<file path="config.mk">
export PLATFORM = sky130hd
export DESIGN_NAME = gp_timer
export DESIGN_NICKNAME = d
export VERILOG_FILES = /design/src/rtl/gp_timer_pkg.sv /design/src/rtl/gp_timer_tick.sv /design/src/rtl/gp_timer_core.sv /design/src/rtl/gp_timer_capture.sv /design/src/rtl/gp_timer_wave.sv /design/src/rtl/gp_timer.sv
export SDC_FILE = /design/constraint.sdc
export NUM_CORES = 1
export LEC_CHECK = 0
export ABC_AREA = 1
export BUFFER_PORTS_ARGS = -buffer_cell sky130_fd_sc_hd__buf_2
export CAP_MARGIN = 25
export CORE_ASPECT_RATIO = 2
export CORE_MARGIN = 2
export CORE_UTILIZATION = 35
export CTS_CLUSTER_SIZE = 8
export DETAILED_ROUTE_END_ITERATION = 10
export MAX_ROUTING_LAYER = met4
export PLACE_DENSITY = 0.48
export SLEW_MARGIN = 20
export SYNTH_ARGS = -nofsm -noshare
export SYNTH_HDL_FRONTEND = slang
export SYNTH_SLANG_ARGS = --single-unit
</file>
<file path="constraint.sdc">
create_clock -name clk -period 5.5 [get_ports clk]
set_input_delay 0.55 -clock clk [delete_from_list [all_inputs] [get_ports clk]]
set_output_delay 0.55 -clock clk [all_outputs]
set_load 0.01 [all_outputs]
</file>
<file path="src/rtl/gp_timer_pkg.sv">
package gp_timer_pkg;

  localparam int PSC_W = 3;
  localparam int IRQ_N = 3;

  localparam int EV_MATCH = 0;
  localparam int EV_WRAP  = 1;
  localparam int EV_CAPT  = 2;

  typedef struct packed {
    logic             pin_static;
    logic             capt_pair;
    logic             out_toggle;
    logic [1:0]       out_trig;
    logic [1:0]       capt_edge;
    logic             idle_lvl;
    logic             cmp_en;
    logic             div_en;
    logic [PSC_W-1:0] div_sel;
    logic             reload_en;
    logic             run;
  } tmr_ctrl_t;

  localparam int CTRL_W = $bits(tmr_ctrl_t);

  typedef enum logic [3:0] {
    RA_CTRL   = 4'd0,
    RA_COUNT  = 4'd1,
    RA_RELOAD = 4'd2,
    RA_KICK   = 4'd3,
    RA_CMP    = 4'd4,
    RA_CAPA   = 4'd5,
    RA_CAPB   = 4'd6,
    RA_STAT   = 4'd7,
    RA_IEN    = 4'd8
  } tmr_addr_e;

endpackage

</file>
<file path="src/rtl/gp_timer_tick.sv">
module gp_timer_tick
  import gp_timer_pkg::*;
#(
  parameter int PW = PSC_W
)(
  input  logic          clk,
  input  logic          rst_n,
  input  logic          run,
  input  logic          div_en,
  input  logic [PW-1:0] div_sel,
  output logic          tick
);
  localparam int DW = 1 << PW;

  logic [DW-1:0] div_q;
  logic [DW-1:0] div_lim;
  logic          div_end;

  always_comb div_lim = (DW'(1) << ({1'b0, div_sel} + (PW+1)'(1))) - DW'(1);
  assign div_end = (div_q == div_lim);
  assign tick    = run & (~div_en | div_end);

  always_ff @(posedge clk or negedge rst_n) begin
    if (!rst_n)                          div_q <= '0;
    else if (!run || !div_en || div_end) div_q <= '0;
    else                                 div_q <= div_q + DW'(1);
  end

  // a divided tick is never followed by another tick at once
  assert_prescale_gap_R3: assert property (@(posedge clk) disable iff (!rst_n)
    (tick && div_en) ##1 div_en |-> !tick);

endmodule

</file>
<file path="src/rtl/gp_timer_core.sv">
module gp_timer_core #(
  parameter int W = 32
)(
  input  logic         clk,
  input  logic         rst_n,
  input  logic         tick,
  input  logic         cmp_en,
  input  logic         reload_en,
  input  logic         wr_count,
  input  logic         wr_kick,
  input  logic [W-1:0] wdata,
  input  logic [W-1:0] reload_val,
  input  logic [W-1:0] cmp_val,
  output logic [W-1:0] count,
  output logic         wrap_ev,
  output logic         match_ev
);
  logic [W-1:0] cnt_q;
  logic [W-1:0] cnt_nxt;

  assign wrap_ev = tick & (&cnt_q);

  always_comb begin
    if (wrap_ev) cnt_nxt = reload_en ? reload_val : '0;
    else         cnt_nxt = cnt_q + W'(1);
  end

  assign match_ev = tick & cmp_en & (cnt_nxt == cmp_val);

  always_ff @(posedge clk or negedge rst_n) begin
    if (!rst_n)        cnt_q <= '0;
    else if (wr_kick)  cnt_q <= reload_val;
    else if (wr_count) cnt_q <= wdata;
    else if (tick)     cnt_q <= cnt_nxt;
  end

  assign count = cnt_q;

  assert_hold_when_idle_R2: assert property (@(posedge clk) disable iff (!rst_n)
    (!tick && !wr_count && !wr_kick) |=> $stable(cnt_q));

  assert_step_by_one_R2: assert property (@(posedge clk) disable iff (!rst_n)
    (tick && !(&cnt_q) && !wr_count && !wr_kick) |=> (cnt_q == $past(cnt_q) + W'(1)));

  assert_kick_loads_R5: assert property (@(posedge clk) disable iff (!rst_n)
    wr_kick |=> (cnt_q == $past(reload_val)));

  assert_wrap_to_zero_R4: assert property (@(posedge clk) disable iff (!rst_n)
    (tick && (&cnt_q) && !reload_en && !wr_count && !wr_kick) |=> (cnt_q == '0));

endmodule

</file>
<file path="src/rtl/gp_timer_capture.sv">
module gp_timer_capture #(
  parameter int W = 32
)(
  input  logic         clk,
  input  logic         rst_n,
  input  logic         cap_in,
  input  logic [1:0]   edge_sel,
  input  logic         pair_mode,
  input  logic [W-1:0] count,
  output logic [W-1:0] capt_a,
  output logic [W-1:0] capt_b,
  output logic         capt_ev
);
  logic         pin_d;
  logic         second_q;
  logic         hit;
  logic [W-1:0] capa_q, capb_q;

  assign hit = (edge_sel[0] & cap_in & ~pin_d) | (edge_sel[1] & ~cap_in & pin_d);
  assign capt_ev = hit & (~pair_mode | second_q);

  always_ff @(posedge clk or negedge rst_n) begin
    if (!rst_n) begin
      pin_d    <= 1'b0;
      second_q <= 1'b0;
      capa_q   <= '0;
      capb_q   <= '0;
    end else begin
      pin_d <= cap_in;
      if (edge_sel == 2'b00 || !pair_mode) second_q <= 1'b0;
      else if (hit)                        second_q <= ~second_q;
      if (hit && (!pair_mode || !second_q)) capa_q <= count;
      if (hit && pair_mode && second_q)     capb_q <= count;
    end
  end

  assign capt_a = capa_q;
  assign capt_b = capb_q;

  assert_single_capture_R7: assert property (@(posedge clk) disable iff (!rst_n)
    (hit && !pair_mode) |=> (capa_q == $past(count)));

  assert_pair_second_R8: assert property (@(posedge clk) disable iff (!rst_n)
    (capt_ev && pair_mode) |=> (capb_q == $past(count)));

endmodule

</file>
<file path="src/rtl/gp_timer_wave.sv">
module gp_timer_wave (
  input  logic       clk,
  input  logic       rst_n,
  input  logic       ctrl_wr,
  input  logic       wr_idle_lvl,
  input  logic       idle_lvl,
  input  logic       toggle_mode,
  input  logic [1:0] trig_sel,
  input  logic       pin_static,
  input  logic       wrap_ev,
  input  logic       match_ev,
  output logic       wave_out
);
  logic fire;
  logic lvl_q;

  always_comb begin
    unique case (trig_sel)
      2'b01:   fire = wrap_ev;
      2'b10:   fire = wrap_ev | match_ev;
      default: fire = 1'b0;
    endcase
  end

  always_ff @(posedge clk or negedge rst_n) begin
    if (!rst_n)           lvl_q <= 1'b0;
    else if (ctrl_wr)     lvl_q <= wr_idle_lvl;
    else if (toggle_mode) lvl_q <= lvl_q ^ fire;
    else                  lvl_q <= fire ? ~idle_lvl : idle_lvl;
  end

  assign wave_out = pin_static ? idle_lvl : lvl_q;

  assert_toggle_holds_R12: assert property (@(posedge clk) disable iff (!rst_n)
    (toggle_mode && !fire && !ctrl_wr) |=> $stable(lvl_q));

  assert_pulse_idles_R11: assert property (@(posedge clk) disable iff (!rst_n)
    (!toggle_mode && !fire && !ctrl_wr) |=> (lvl_q == $past(idle_lvl)));

endmodule

</file>
<file path="src/rtl/gp_timer.sv">
module gp_timer
  import gp_timer_pkg::*;
#(
  parameter int CNT_W  = 32,
  parameter int ADDR_W = 4
)(
  input  logic              clk,
  input  logic              rst_n,
  input  logic              bus_wr,
  input  logic [ADDR_W-1:0] bus_addr,
  input  logic [CNT_W-1:0]  bus_wdata,
  output logic [CNT_W-1:0]  bus_rdata,
  input  logic              cap_in,
  output logic              pwm_out,
  output logic              irq
);
  tmr_ctrl_t        ctrl_q;
  logic [CNT_W-1:0] reload_q, cmp_q;
  logic [IRQ_N-1:0] ien_q, stat_q, stat_clr, stat_set;
  logic [CNT_W-1:0] count, capt_a, capt_b;
  logic             tick, wrap_ev, match_ev, capt_ev;
  logic             wr_ctrl, wr_count, wr_reload, wr_kick, wr_cmp, wr_stat, wr_ien;

  assign wr_ctrl   = bus_wr && (bus_addr == ADDR_W'(RA_CTRL));
  assign wr_count  = bus_wr && (bus_addr == ADDR_W'(RA_COUNT));
  assign wr_reload = bus_wr && (bus_addr == ADDR_W'(RA_RELOAD));
  assign wr_kick   = bus_wr && (bus_addr == ADDR_W'(RA_KICK));
  assign wr_cmp    = bus_wr && (bus_addr == ADDR_W'(RA_CMP));
  assign wr_stat   = bus_wr && (bus_addr == ADDR_W'(RA_STAT));
  assign wr_ien    = bus_wr && (bus_addr == ADDR_W'(RA_IEN));

  gp_timer_tick #(.PW(PSC_W)) u_tick (
    .clk     (clk),
    .rst_n   (rst_n),
    .run     (ctrl_q.run),
    .div_en  (ctrl_q.div_en),
    .div_sel (ctrl_q.div_sel),
    .tick    (tick)
  );

  gp_timer_core #(.W(CNT_W)) u_core (
    .clk        (clk),
    .rst_n      (rst_n),
    .tick       (tick),
    .cmp_en     (ctrl_q.cmp_en),
    .reload_en  (ctrl_q.reload_en),
    .wr_count   (wr_count),
    .wr_kick    (wr_kick),
    .wdata      (bus_wdata),
    .reload_val (reload_q),
    .cmp_val    (cmp_q),
    .count      (count),
    .wrap_ev    (wrap_ev),
    .match_ev   (match_ev)
  );

  gp_timer_capture #(.W(CNT_W)) u_capt (
    .clk       (clk),
    .rst_n     (rst_n),
    .cap_in    (cap_in),
    .edge_sel  (ctrl_q.capt_edge),
    .pair_mode (ctrl_q.capt_pair),
    .count     (count),
    .capt_a    (capt_a),
    .capt_b    (capt_b),
    .capt_ev   (capt_ev)
  );

  gp_timer_wave u_wave (
    .clk         (clk),
    .rst_n       (rst_n),
    .ctrl_wr     (wr_ctrl),
    .wr_idle_lvl (bus_wdata[7]),
    .idle_lvl    (ctrl_q.idle_lvl),
    .toggle_mode (ctrl_q.out_toggle),
    .trig_sel    (ctrl_q.out_trig),
    .pin_static  (ctrl_q.pin_static),
    .wrap_ev     (wrap_ev),
    .match_ev    (match_ev),
    .wave_out    (pwm_out)
  );

  always_comb begin
    stat_set           = '0;
    stat_set[EV_MATCH] = match_ev;
    stat_set[EV_WRAP]  = wrap_ev;
    stat_set[EV_CAPT]  = capt_ev;
    stat_clr           = wr_stat ? bus_wdata[IRQ_N-1:0] : '0;
  end

  always_ff @(posedge clk or negedge rst_n) begin
    if (!rst_n) begin
      ctrl_q   <= '0;
      reload_q <= '0;
      cmp_q    <= '0;
      ien_q    <= '0;
      stat_q   <= '0;
    end else begin
      if (wr_ctrl)                          ctrl_q     <= tmr_ctrl_t'(bus_wdata[CTRL_W-1:0]);
      else if (wrap_ev && !ctrl_q.reload_en) ctrl_q.run <= 1'b0;
      if (wr_reload) reload_q <= bus_wdata;
      if (wr_cmp)    cmp_q    <= bus_wdata;
      if (wr_ien)    ien_q    <= bus_wdata[IRQ_N-1:0];
      stat_q <= (stat_q & ~stat_clr) | stat_set;
    end
  end

  assign irq = |(stat_q & ien_q);

  always_comb begin
    bus_rdata = '0;
    case (bus_addr)
      ADDR_W'(RA_CTRL):   bus_rdata = {{(CNT_W-CTRL_W){1'b0}}, ctrl_q};
      ADDR_W'(RA_COUNT):  bus_rdata = count;
      ADDR_W'(RA_RELOAD): bus_rdata = reload_q;
      ADDR_W'(RA_CMP):    bus_rdata = cmp_q;
      ADDR_W'(RA_CAPA):   bus_rdata = capt_a;
      ADDR_W'(RA_CAPB):   bus_rdata = capt_b;
      ADDR_W'(RA_STAT):   bus_rdata = {{(CNT_W-IRQ_N){1'b0}}, stat_q};
      ADDR_W'(RA_IEN):    bus_rdata = {{(CNT_W-IRQ_N){1'b0}}, ien_q};
      default:            bus_rdata = '0;
    endcase
  end

  assert_flag_sticky_R9: assert property (@(posedge clk) disable iff (!rst_n)
    1'b1 |=> ((stat_q & $past(stat_q & ~stat_clr)) == $past(stat_q & ~stat_clr)));

  assert_wrap_flags_R4: assert property (@(posedge clk) disable iff (!rst_n)
    wrap_ev |=> stat_q[EV_WRAP]);

  assert_oneshot_stops_R4: assert property (@(posedge clk) disable iff (!rst_n)
    (wrap_ev && !ctrl_q.reload_en && !wr_ctrl) |=> !ctrl_q.run);

  assert_quiet_irq_R10: assert property (@(posedge clk) disable iff (!rst_n)
    (stat_q == '0) |-> !irq);

endmodule

</file>
==> results.ini <==
[outcome]
status = finished, final reports clean

[run]
max_cap_violations = 0

[sta]
final.setup.tns_ns = 0
hold_violations = 0
grt_setup_unrepaired = no
max_freq_ghz = 0.2455
slew_violations = 0
slew_headroom = 0.3716
setup_viol = 0
worstMarginPinSlew_ns = 0.9426
fin_crit_ns = 4.073
skew_ns = 0.01582
fin_crit_sh = 0.7405

[clock_tree]
clkLatencyLatePin_ns = 0.46
root_buffer = clkbuf_16
cts_max_path_buffers = 2
ctsHoldBuffers = 0
cts_resized = 0
post-cts-setup-buffers = 0
clock-sinks = 192
cts_buffers = 17
cts.clk_slew.worst_paths_ns = 0.07
cts_tree = done
h-tree-depth = 4

[logic_synthesis]
synth-xor-area-share = 0.01767
ys_types = 43
synth_cells = 1595
ys_warn_count = 0
synth_edf_count = 0
synthMuxAreaShare = 0
synth_top_family_by_area = simple AND/OR/NAND/NOR gates
synth-main-ff-cell = dfrtp_1
avgSynthCellArea_um2 = 7.149
yosys.area_share.simple = 0.2749
syn_nets = 1640
synthAdderAreaFrac = 0.005487
synth_seq_area_share = 0.4214
ys_ff_latch = 192
synthesis.area_um2 = 11400
async_flop_share = 1.000
synth_compound_area_frac = 0.1777

[layout]
final_cell_count_no_fill = 2061
multiInputGateArea_um2 = 5473
nets = 1667
drive_gt1_frac = 0.1004
antenna_cells = 0
syn2layout_area_growth_pct = 11.98
fill_cells = 3511
register_area_um2 = 4805

[global_routing]
grt.busiest_layer = met2
grt_use_met2 = 0.5455
grt_max_degree = 100
grt.overflow.total = 0
grtUsageMet3 = 0.03046
grt_pass1_wl_mm = 71.21
use_met1 = 0.2766
gr-usage-all-layers = 0.2922
antenna_found_initial = 1
grt_pass1_vias = 11100

[setup_path]
worst-path-max-fanout = 24
end_kind = register
crit_required_ns = 5.84
crit_path_max_incr_delay_ns = 0.63
start_kind = register
path_common_cell = nand2_1
arrival_ns = 4.41
crit_chain = nor2_1 > nand2_1 > ha_1 > inv_1 > nor2_1 > nor2_1 > o21ai_0 > nand2_1 > nand3_1 > o21bai_4 > nand3_4 > inv_1 > nand2_1 > nand3_1 > nand2_1 > nor2_1 > nand2_1 > nor2_1 > nand4_1 > nand2_1 > nand3_1 > nand3_1 > nand2_1
crit_path_top_delay_cell = o21bai_4
worstSetupPathType = reg2reg

[die]
fp.dieW_um = 131.6
core_um2 = 32120
die_area_um2 = 34120
ioPinCount = 74
initial_core_util = 0.3550
die_y_um = 259.3
rows = 93

[place]
dp_hpwl_mm = 35.54
io_buffers = 73
dp_cells = 2030
gp_congestion = 0.9994

[power]
power_mw = 5.606
ir_drop_mv = 0.2277
power_leakage_nw = 6.134
power-per-cell-area_nw_per_um2 = 439.0

[routing]
drt-pass1-iter-count = 6
vias_per_cell = 5.411
wirelength_mm = 47.74
vias = 11150
wl_per_cell_um = 23.16
drt_iter0_drc = 798
ant_nets = 0
drcViolationCount = 0

[min_path]
hold_class = in2async

[flip-flops by register name, summed over array words and instances, names as in the netlist]
signal           count
cmp_q               32
reload_q            32
u_capt.capt_a       32
u_capt.capt_b       32
u_core.count        32
ctrl_q              15
u_tick.div_q         8
ien_q                3
stat_q               3
u_capt.pin_d         1
u_capt.second_q      1
u_wave.lvl_q         1
[power breakdown]
part	internal [mW]	switching (mW)
Sequential	1.87	0.538
Clock	0.684	0.591
Combinational	0.635	1.29
[per-stage QoR]
step	instance area, um2	setup slack, ns	utilization	hold WS (ns)
2_1_floorplan	11400	2.712	-	0.2544
3_5_place_dp	12190	1.439	0.3797	0.4962
3_3_place_gp	12190	1.443	0.3797	0.4922
5_1_grt	12770	1.116	0.3976	0.2239
6_report	12770	1.427	0.3976	0.1826
4_1_cts	12770	1.407	0.3976	0.2104
[final cells by class]
type / count / share of cell area
multi-input cells: 1103 / 0.4286
flip-flops and latches: 192 / 0.3763
inverters: 205 / 0.06026
repair buffers: 103 / 0.04792
well taps: 427 / 0.04184
clock buffers: 20 / 0.03498
clock inverters: 11 / 0.01009
[layer usage]
metal / share of wire / vias up / wire length (um)
li1: - / 5313 / -
met1: 0.34 / 5354 / 16260
met2: 0.54 / 357 / 25990
met3: 0.033 / 128 / 1577
met4: 0.082 / 0 / 3912
met5: 0 / - / 0
[worst paths after layout]
kind	startpoint	to	slack (ns)	cells past startpoint
setup / recovery	ctrl_q[2]	u_wave.lvl_q	1.43	23
hold / removal	rst_n	u_capt.capt_a[13]	0.18	1
setup reg to reg	ctrl_q[2]	u_wave.lvl_q	1.43	23
hold reg to reg	u_tick.div_q[0]	u_tick.div_q[0]	0.51	1
max in group asynchronous	rst_n	reload_q[23]	4.20	2
min in group clk	cap_in	u_capt.pin_d	0.24	1
[cells in the mapped netlist (14+ instances only)]
master    instances  share of area
a21oi_1          45          0.020
a221oi_1         28          0.022
a31oi_1          19          0.010
buf_2            14         0.0061
clkbuf_1         73          0.024
dfrtp_1         192           0.42
inv_1           198          0.065
nand2_1         461           0.15
nand3_1          66          0.029
nand4_1          46          0.025
nor2_1          113          0.037
o21ai_0         188          0.083
o221ai_1         32          0.025
o22ai_1          17         0.0093
xor2_1           16          0.012
[critical path: cells and delay by family, from the launching register on]
kind	cells	cell delay, ns
AO/OA/AOI/OAI	2	0.71
AND/OR/NAND/NOR	18	2.16
adder cells (fa/ha/maj)	1	0.23
flip-flops	1	0.47
buffers and inverters	2	0.38
[cell families after synthesis]
| kind of cell | after synthesis |
|---|---|
| compound gates | 341 |
| buf+inv | 300 |
| simple gates | 733 |
| fa+ha+maj | 5 |
| other cells | 1 |
| flops | 192 |
| xor+xnor | 23 |
[cells in the final DEF, fill, tap and decap left out, types with 2 or more instances in the layout]
| master | n |
|---|---|
| inv_6 | 3 |
| ha_1 | 5 |
| bufinv_16 | 2 |
| clkinv_1 | 2 |
| nand3_1 | 66 |
| nand3b_1 | 11 |
| a21oi_1 | 44 |
| clkinvlp_4 | 2 |
| inv_1 | 198 |
| or2_2 | 2 |
| o2111ai_1 | 7 |
| nor2_2 | 4 |
| nor3b_1 | 3 |
| nor2_1 | 111 |
| nand2_2 | 5 |
| clkinv_2 | 2 |
| xor2_1 | 16 |
| xnor2_1 | 7 |
| o22ai_1 | 17 |
| clkbuf_1 | 2 |
| clkinv_4 | 2 |
| o221ai_1 | 32 |
| nor3_2 | 2 |
| buf_2 | 72 |
| nor2_4 | 4 |
| a31oi_1 | 19 |
| nor4_1 | 4 |
| o21bai_1 | 2 |
| o21ai_0 | 188 |
| clkbuf_8 | 2 |
| nand3_2 | 3 |
| nor3_1 | 10 |
| inv_2 | 5 |
| dfrtp_1 | 192 |
| nand4_1 | 46 |
| a221oi_1 | 28 |
| nand2_1 | 457 |
| clkbuf_16 | 17 |
| buf_4 | 29 |
Power figures use the tool's default switching activity.
